===== config.mk =====
export PLATFORM = sky130hd
export DESIGN_NAME = act_ramp_seq
export DESIGN_NICKNAME = d
export VERILOG_FILES = /design/src/rtl/act_ramp_pkg.sv /design/src/rtl/ramp_step_fsm.sv /design/src/rtl/ramp_watch.sv /design/src/rtl/act_ramp_seq.sv
export SDC_FILE = /design/constraint.sdc
export NUM_CORES = 1
export LEC_CHECK = 0
export BUFFER_PORTS_ARGS = -buffer_cell sky130_fd_sc_hd__buf_4
export CAP_MARGIN = 25
export CORE_MARGIN = 5
export CORE_UTILIZATION = 54
export DETAILED_ROUTE_END_ITERATION = 12
export PLACE_DENSITY = 0.73
export SETUP_SLACK_MARGIN = 0.5
export SYNTH_ARGS = -nofsm -noshare
export SYNTH_HDL_FRONTEND = slang
export SYNTH_HIERARCHICAL = 1
export SYNTH_SLANG_ARGS = --single-unit

===== constraint.sdc =====
create_clock -name clk -period 2.2 [get_ports clk]
set_clock_uncertainty 0.15 [all_clocks]
set_input_delay 0.44 -clock clk [delete_from_list [all_inputs] [get_ports clk]]
set_output_delay 0.44 -clock clk [all_outputs]
set_load 0.05 [all_outputs]

===== src/rtl/act_ramp_pkg.sv =====
package act_ramp_pkg;
    typedef enum logic [1:0] {
        ST_IDLE = 2'd0,
        ST_RAMP = 2'd1,
        ST_DONE = 2'd2
    } ramp_state_t;
endpackage


===== src/rtl/ramp_step_fsm.sv =====
module ramp_step_fsm
    import act_ramp_pkg::*;
#(
    parameter int CODE_W = 12,
    parameter int STEPS  = 1562
) (
    input  logic              clk,
    input  logic              rst,
    input  logic              start,
    input  logic              tick,
    input  logic              retrig,
    input  logic              fb_ack,
    output logic [CODE_W-1:0] code,
    output logic              valid,
    output logic              done,
    output logic              in_ramp,
    output logic              ramp_entry
);
    localparam logic [CODE_W-1:0] TOP      = CODE_W'(STEPS);
    localparam logic [CODE_W-1:0] TOP_LESS = CODE_W'(STEPS - 1);

    ramp_state_t       state, state_n;
    logic [CODE_W-1:0] code_q, conf_q;
    logic              valid_q;
    logic              resume_ok;

    assign resume_ok = retrig && (conf_q != TOP);

    // state register
    always_ff @(posedge clk) begin
        if (rst) state <= ST_IDLE;
        else     state <= state_n;
    end

    // next state
    always_comb begin
        state_n = state;
        unique case (state)
            ST_IDLE: if (start) state_n = ST_RAMP;
            ST_RAMP: if (tick && code_q == TOP_LESS) state_n = ST_DONE;
            ST_DONE: if (start || resume_ok) state_n = ST_RAMP;
            default: state_n = ST_IDLE;
        endcase
    end

    // outputs
    always_ff @(posedge clk) begin
        if (rst) begin
            code_q  <= '0;
            conf_q  <= '0;
            valid_q <= 1'b0;
        end else begin
            valid_q <= 1'b0;
            unique case (state)
                ST_IDLE: begin
                    if (start) begin
                        code_q <= '0;
                        conf_q <= '0;
                    end
                end
                ST_RAMP: begin
                    if (fb_ack) conf_q <= code_q;
                    if (tick) begin
                        code_q  <= code_q + CODE_W'(1);
                        valid_q <= 1'b1;
                    end
                end
                ST_DONE: begin
                    if (start) begin
                        code_q <= '0;
                        conf_q <= '0;
                    end else if (resume_ok) begin
                        code_q <= conf_q;
                    end else if (fb_ack) begin
                        conf_q <= code_q;
                    end
                end
                default: ;
            endcase
        end
    end

    assign code       = code_q;
    assign valid      = valid_q;
    assign done       = (state == ST_DONE);
    assign in_ramp    = (state == ST_RAMP);
    assign ramp_entry = (state != ST_RAMP) && (state_n == ST_RAMP);


    step_inc_chk: assert property (@(posedge clk) disable iff (rst)
        valid_q |-> (code_q == $past(code_q) + CODE_W'(1)));

    code_max_chk: assert property (@(posedge clk) disable iff (rst)
        code_q <= TOP);

    done_hold_chk: assert property (@(posedge clk) disable iff (rst)
        (state == ST_DONE && !start && !retrig) |=> $stable(code_q));
endmodule


===== src/rtl/ramp_watch.sv =====
module ramp_watch #(
    parameter int TIMEOUT_CYC = 125000,
    parameter int STALL_TICKS = 64
) (
    input  logic clk,
    input  logic rst,
    input  logic in_ramp,
    input  logic ramp_entry,
    input  logic start,
    input  logic tick,
    input  logic fb_ack,
    input  logic err_clr,
    output logic err_slow,
    output logic err_stuck
);
    localparam int TW = $clog2(TIMEOUT_CYC + 1);
    localparam int SW = $clog2(STALL_TICKS + 1);

    logic [TW-1:0] elapsed;
    logic [SW-1:0] quiet;
    logic          fresh, slow_hit, stuck_hit;

    assign fresh     = ramp_entry && start;
    assign slow_hit  = in_ramp && (elapsed == TW'(TIMEOUT_CYC - 1));
    assign stuck_hit = in_ramp && tick && !fb_ack && (quiet == SW'(STALL_TICKS - 1));

    always_ff @(posedge clk) begin
        if (rst || fresh)                                     elapsed <= '0;
        else if (in_ramp && elapsed != TW'(TIMEOUT_CYC))      elapsed <= elapsed + TW'(1);
    end

    always_ff @(posedge clk) begin
        if (rst || ramp_entry || fb_ack)                      quiet <= '0;
        else if (in_ramp && tick && quiet != SW'(STALL_TICKS)) quiet <= quiet + SW'(1);
    end

    always_ff @(posedge clk) begin
        if (rst) begin
            err_slow  <= 1'b0;
            err_stuck <= 1'b0;
        end else begin
            if (slow_hit)     err_slow <= 1'b1;
            else if (err_clr) err_slow <= 1'b0;
            if (stuck_hit)    err_stuck <= 1'b1;
            else if (err_clr) err_stuck <= 1'b0;
        end
    end


    slow_sticky_chk: assert property (@(posedge clk) disable iff (rst)
        (err_slow && !err_clr) |=> err_slow);

    stuck_sticky_chk: assert property (@(posedge clk) disable iff (rst)
        (err_stuck && !err_clr) |=> err_stuck);

    stuck_src_chk: assert property (@(posedge clk) disable iff (rst)
        $rose(err_stuck) |-> $past(in_ramp && tick));
endmodule


===== src/rtl/act_ramp_seq.sv =====
module act_ramp_seq #(
    parameter int CODE_W      = 12,
    parameter int STEPS       = 1562,
    parameter int TIMEOUT_CYC = 125000,
    parameter int STALL_TICKS = 64
) (
    input  logic              clk,
    input  logic              rst,
    input  logic              start,
    input  logic              tick,
    input  logic              retrig,
    input  logic              fb_ack,
    input  logic              err_clr,
    output logic [CODE_W-1:0] dac_code,
    output logic              dac_valid,
    output logic              done,
    output logic              err_slow,
    output logic              err_stuck
);
    logic in_ramp, ramp_entry;

    ramp_step_fsm #(.CODE_W(CODE_W), .STEPS(STEPS)) u_fsm (
        .clk(clk), .rst(rst), .start(start), .tick(tick), .retrig(retrig),
        .fb_ack(fb_ack), .code(dac_code), .valid(dac_valid), .done(done),
        .in_ramp(in_ramp), .ramp_entry(ramp_entry)
    );

    ramp_watch #(.TIMEOUT_CYC(TIMEOUT_CYC), .STALL_TICKS(STALL_TICKS)) u_watch (
        .clk(clk), .rst(rst), .in_ramp(in_ramp), .ramp_entry(ramp_entry),
        .start(start), .tick(tick), .fb_ack(fb_ack), .err_clr(err_clr),
        .err_slow(err_slow), .err_stuck(err_stuck)
    );


    idle_quiet_chk: assert property (@(posedge clk)
        $past(rst) |-> (!dac_valid && !done && !err_slow && !err_stuck));
endmodule


==> impl_metrics.ini <==
[drt]
routedWlPerCell_um = 16.74
drc = 0
finalWirelength_um = 7517
first_pass_iters = 5
drt_iter0_drc = 161
vias_per_cell = 6.036
ant_nets = 0
vias = 2710

[die]
core_um2 = 5172
die_h_um = 83.30
dieArea_um2 = 6939
num_io_pins = 23
die_x_um = 83.30
num_rows = 26
start_util_pct = 56.10

[global_routing]
grt_pass1_wl_um = 11850
grt_antenna_before_repair = 0
grt_pass1_vias = 2480
grt_start_max_net_pins = 44
overflow = 0
grt_use_total_pct = 20.31

[sta]
setup_viol = 0
period_needed_ns = 2.114
drv_slew = 0
fmax_mhz = 473.0
rsz0062_at_grt = true
relSlewSlack_pct = 70.80
hold_ws_ns = 0.2401
fin_crit_sh_pct = 96.09
hold_viol = 0
setup_tns_ns = 0
tightest_slew_ns = 0.4380

[worst_setup_path]
crit_buf_inv = 0
reg2reg_slack_ns = 0.09
crit_fanout = 3
r2r-start = u_fsm/conf_q[7]$_SDFFE_PP0P_
slowest_delay_ns = 0.47
start_kind = flop
cp.required_ns = 2.31
worstSetupStartpoint = u_fsm/conf_q[7]$_SDFFE_PP0P_
cpMaxStageDelayCell = or4_1
crit_family = simple AND/OR/NAND/NOR gates
endpoint_kind = flop
worstPathArrival_ns = 2.22
critPathKind = reg -> reg
crit_chain = nor4b_4 > nand3_2 > a21oi_2 > o21a_1 > nor4_2 > a21o_1 > or4_1 > nand2_1

[final_layout]
fillers = 385
fin_area_um2 = 3710
area.growth.synth_to_final_pct = 27.86
drive_gt1_share_pct = 32.72
multi_input_area_um2 = 1877
nNetsFinal = 395
n_antenna_cell = 0
seq_area_um2 = 1101
finalNonFillerCells = 449

[logic_synthesis]
syn_area_um2 = 2902
yosysSeqAreaShare_pct = 36.57
ys_seq_elements = 53
syn_inst = 329
synth_nets = 346
synth_edf_count = 0
synth-async-reset-ratio_pct = 0
yosysWarningCount = 6
synth_area_per_cell_um2 = 8.819
synth_cell_types = 63
synth_flop_cell = dfxtp_1

[cts]
htree_levels = 2
hold_buffers = 0
cts_root_buf = clkbuf_8
clk_path_buf_depth = 2
cts_buffers = 5
cts.sinks = 53
cts_tree = yes
clk_pin_slew_ns = 0.10
insertion_delay_ns = 0.32

[placement]
dp_hpwl_um = 4550
dp.cells = 417
gp_congestion = 0.8428
port_buffers = 22
postPlaceCellArea_um2 = 3246

[hold_path]
hold_path_class = in -> reg
hold_path.startpoint = err_clr

[run]
drv_cap = 0

[run_status]
run_status = completed

[power_and_ir_drop]
powerDensity_nw_per_um2 = 491.7
leakagePower_nw = 1.274
vdd_drop_max_v = 0.0002529
per-layer routing:
metal / vias up / global-route usage (%) / wire length [µm]
li1: 1307 / - / -
met1: 1292 / 25.15 / 3211
met2: 90 / 34.04 / 3764
met3: 21 / 4.059 / 319
met4: 0 / 8.767 / 221
met5: - / 0 / 0
layout make-up:
| cell class | instances | area share (%) |
|---|---|---|
| Clock inverter | 1 | 0.2024 |
| Sequential cell | 53 | 29.68 |
| Timing Repair Buffer | 55 | 12.75 |
| Clock buffer | 7 | 2.057 |
| Multi-Input combinational cell | 241 | 50.59 |
| Tap cell | 70 | 2.361 |
| Inverter | 22 | 2.361 |
sequential cells by signal, indices dropped and copies added (netlist names):
signal / count
u_fsm/valid: 1
u_fsm/code: 12
u_fsm/state: 2
u_fsm/conf_q: 12
u_watch/err_slow: 1
u_watch/elapsed: 17
u_watch/quiet: 7
u_watch/err_stuck: 1
power by group:
part	internal, mW	leakage [nW]	total, mW	switching [mW]
clock	0.226	0.0385	0.551	0.325
combinational	0.139	0.798	0.304	0.164
sequential	0.958	0.437	0.969	0.0112
path summary, 6_finish.rpt:
| kind | endpoint | cells past startpoint |
|---|---|---|
| setup / recovery | u_watch/elapsed[10]$_SDFFE_PP0P_ | 8 |
| setup reg to reg | u_watch/elapsed[10]$_SDFFE_PP0P_ | 8 |
| hold reg to reg | u_watch/err_stuck$_SDFFE_PP0P_ | 2 |
| hold / removal | u_watch/err_slow$_SDFFE_PP0P_ | 3 |
synth_stat cells, drive strengths merged, types with 2 or more instances:
library cell	n	area share (%)
dfxtp	53	37
nand2	25	3.2
nor2	24	3.1
inv	22	2.8
a21oi	20	3.4
nand3	16	4.2
o32ai	15	4.8
nand2b	14	3.0
xor2	14	4.2
ha	10	4.3
nand4	10	2.2
buf	8	1.7
o21ai	8	1.4
clkbuf	6	0.78
nor4	6	1.8
o22ai	6	1.3
or3	6	1.3
and3	5	1.1
a31oi	4	0.86
nor3	4	1.1
a211oi	3	0.78
and4	3	1.0
mux2i	3	1.0
nor2b	3	0.65
o211ai	3	0.95
o21a	3	0.78
xnor2	3	0.91
a22oi	2	0.52
a31o	2	0.60
and2	2	0.43
and4bb	2	0.86
nand3b	2	0.52
nor4b	2	0.82
o21bai	2	0.52
o31ai	2	0.99
or4	2	0.52
tightest hold or removal path: cells and delay by family:
kind / cells / cell delay [ns]
AOI/OAI and AO/OA: 1 / 0.05
buffers and inverters: 1 / 0.08
and+or+nand+nor: 1 / 0.08
metrics by stage:
step / util, % / power (mW) / worst slack (ns)
after detailed placement: 62.75 / 1.195 / 0.03487
after global routing: 71.72 / 1.907 / -0.06011
after floorplan: - / 1.142 / 0.1494
final: 71.72 / 1.824 / 0.08604
after global placement: 62.75 / 1.192 / 0.07388
after CTS: 68.53 / 1.788 / 0.1410
cells by family (layout without fill, tap and decap cells):
family          after synthesis  after routing  synth area share, %
compound gates               79             80                20.01
xor+xnor                     17             17                5.132
fa+ha+maj                    10             10                4.312
buf+inv                      36             85                5.347
flops                        53             53                36.57
mux                           3              3                1.035
simple gates                131            131                27.60
placed cells by master, fill, tap and decap left out, types with 6 or more instances in the layout:
cell,netlist,routed
a21oi_1,20,16
nor2_1,24,24
or3_1,6,6
nand2b_1,14,13
nand2_1,25,23
xor2_1,14,14
dfxtp_4,0,9
ha_1,10,6
nand4_1,10,10
dfxtp_1,53,39
inv_1,22,20
o32ai_1,14,14
o22ai_1,6,6
nand3_1,12,12
buf_4,2,46
what timing repair did:
| item | 4_1_cts | 5_1_grt |
|---|---|---|
| pin swaps | 8 | 12 |
| setup buffers | 14 | 7 |
| gates cloned | 1 | 2 |
| endpoints found under the setup margin | 51 | 53 |
| gates resized for setup | 20 | 25 |
No activity file was read; power rests on OpenSTA's default activity.
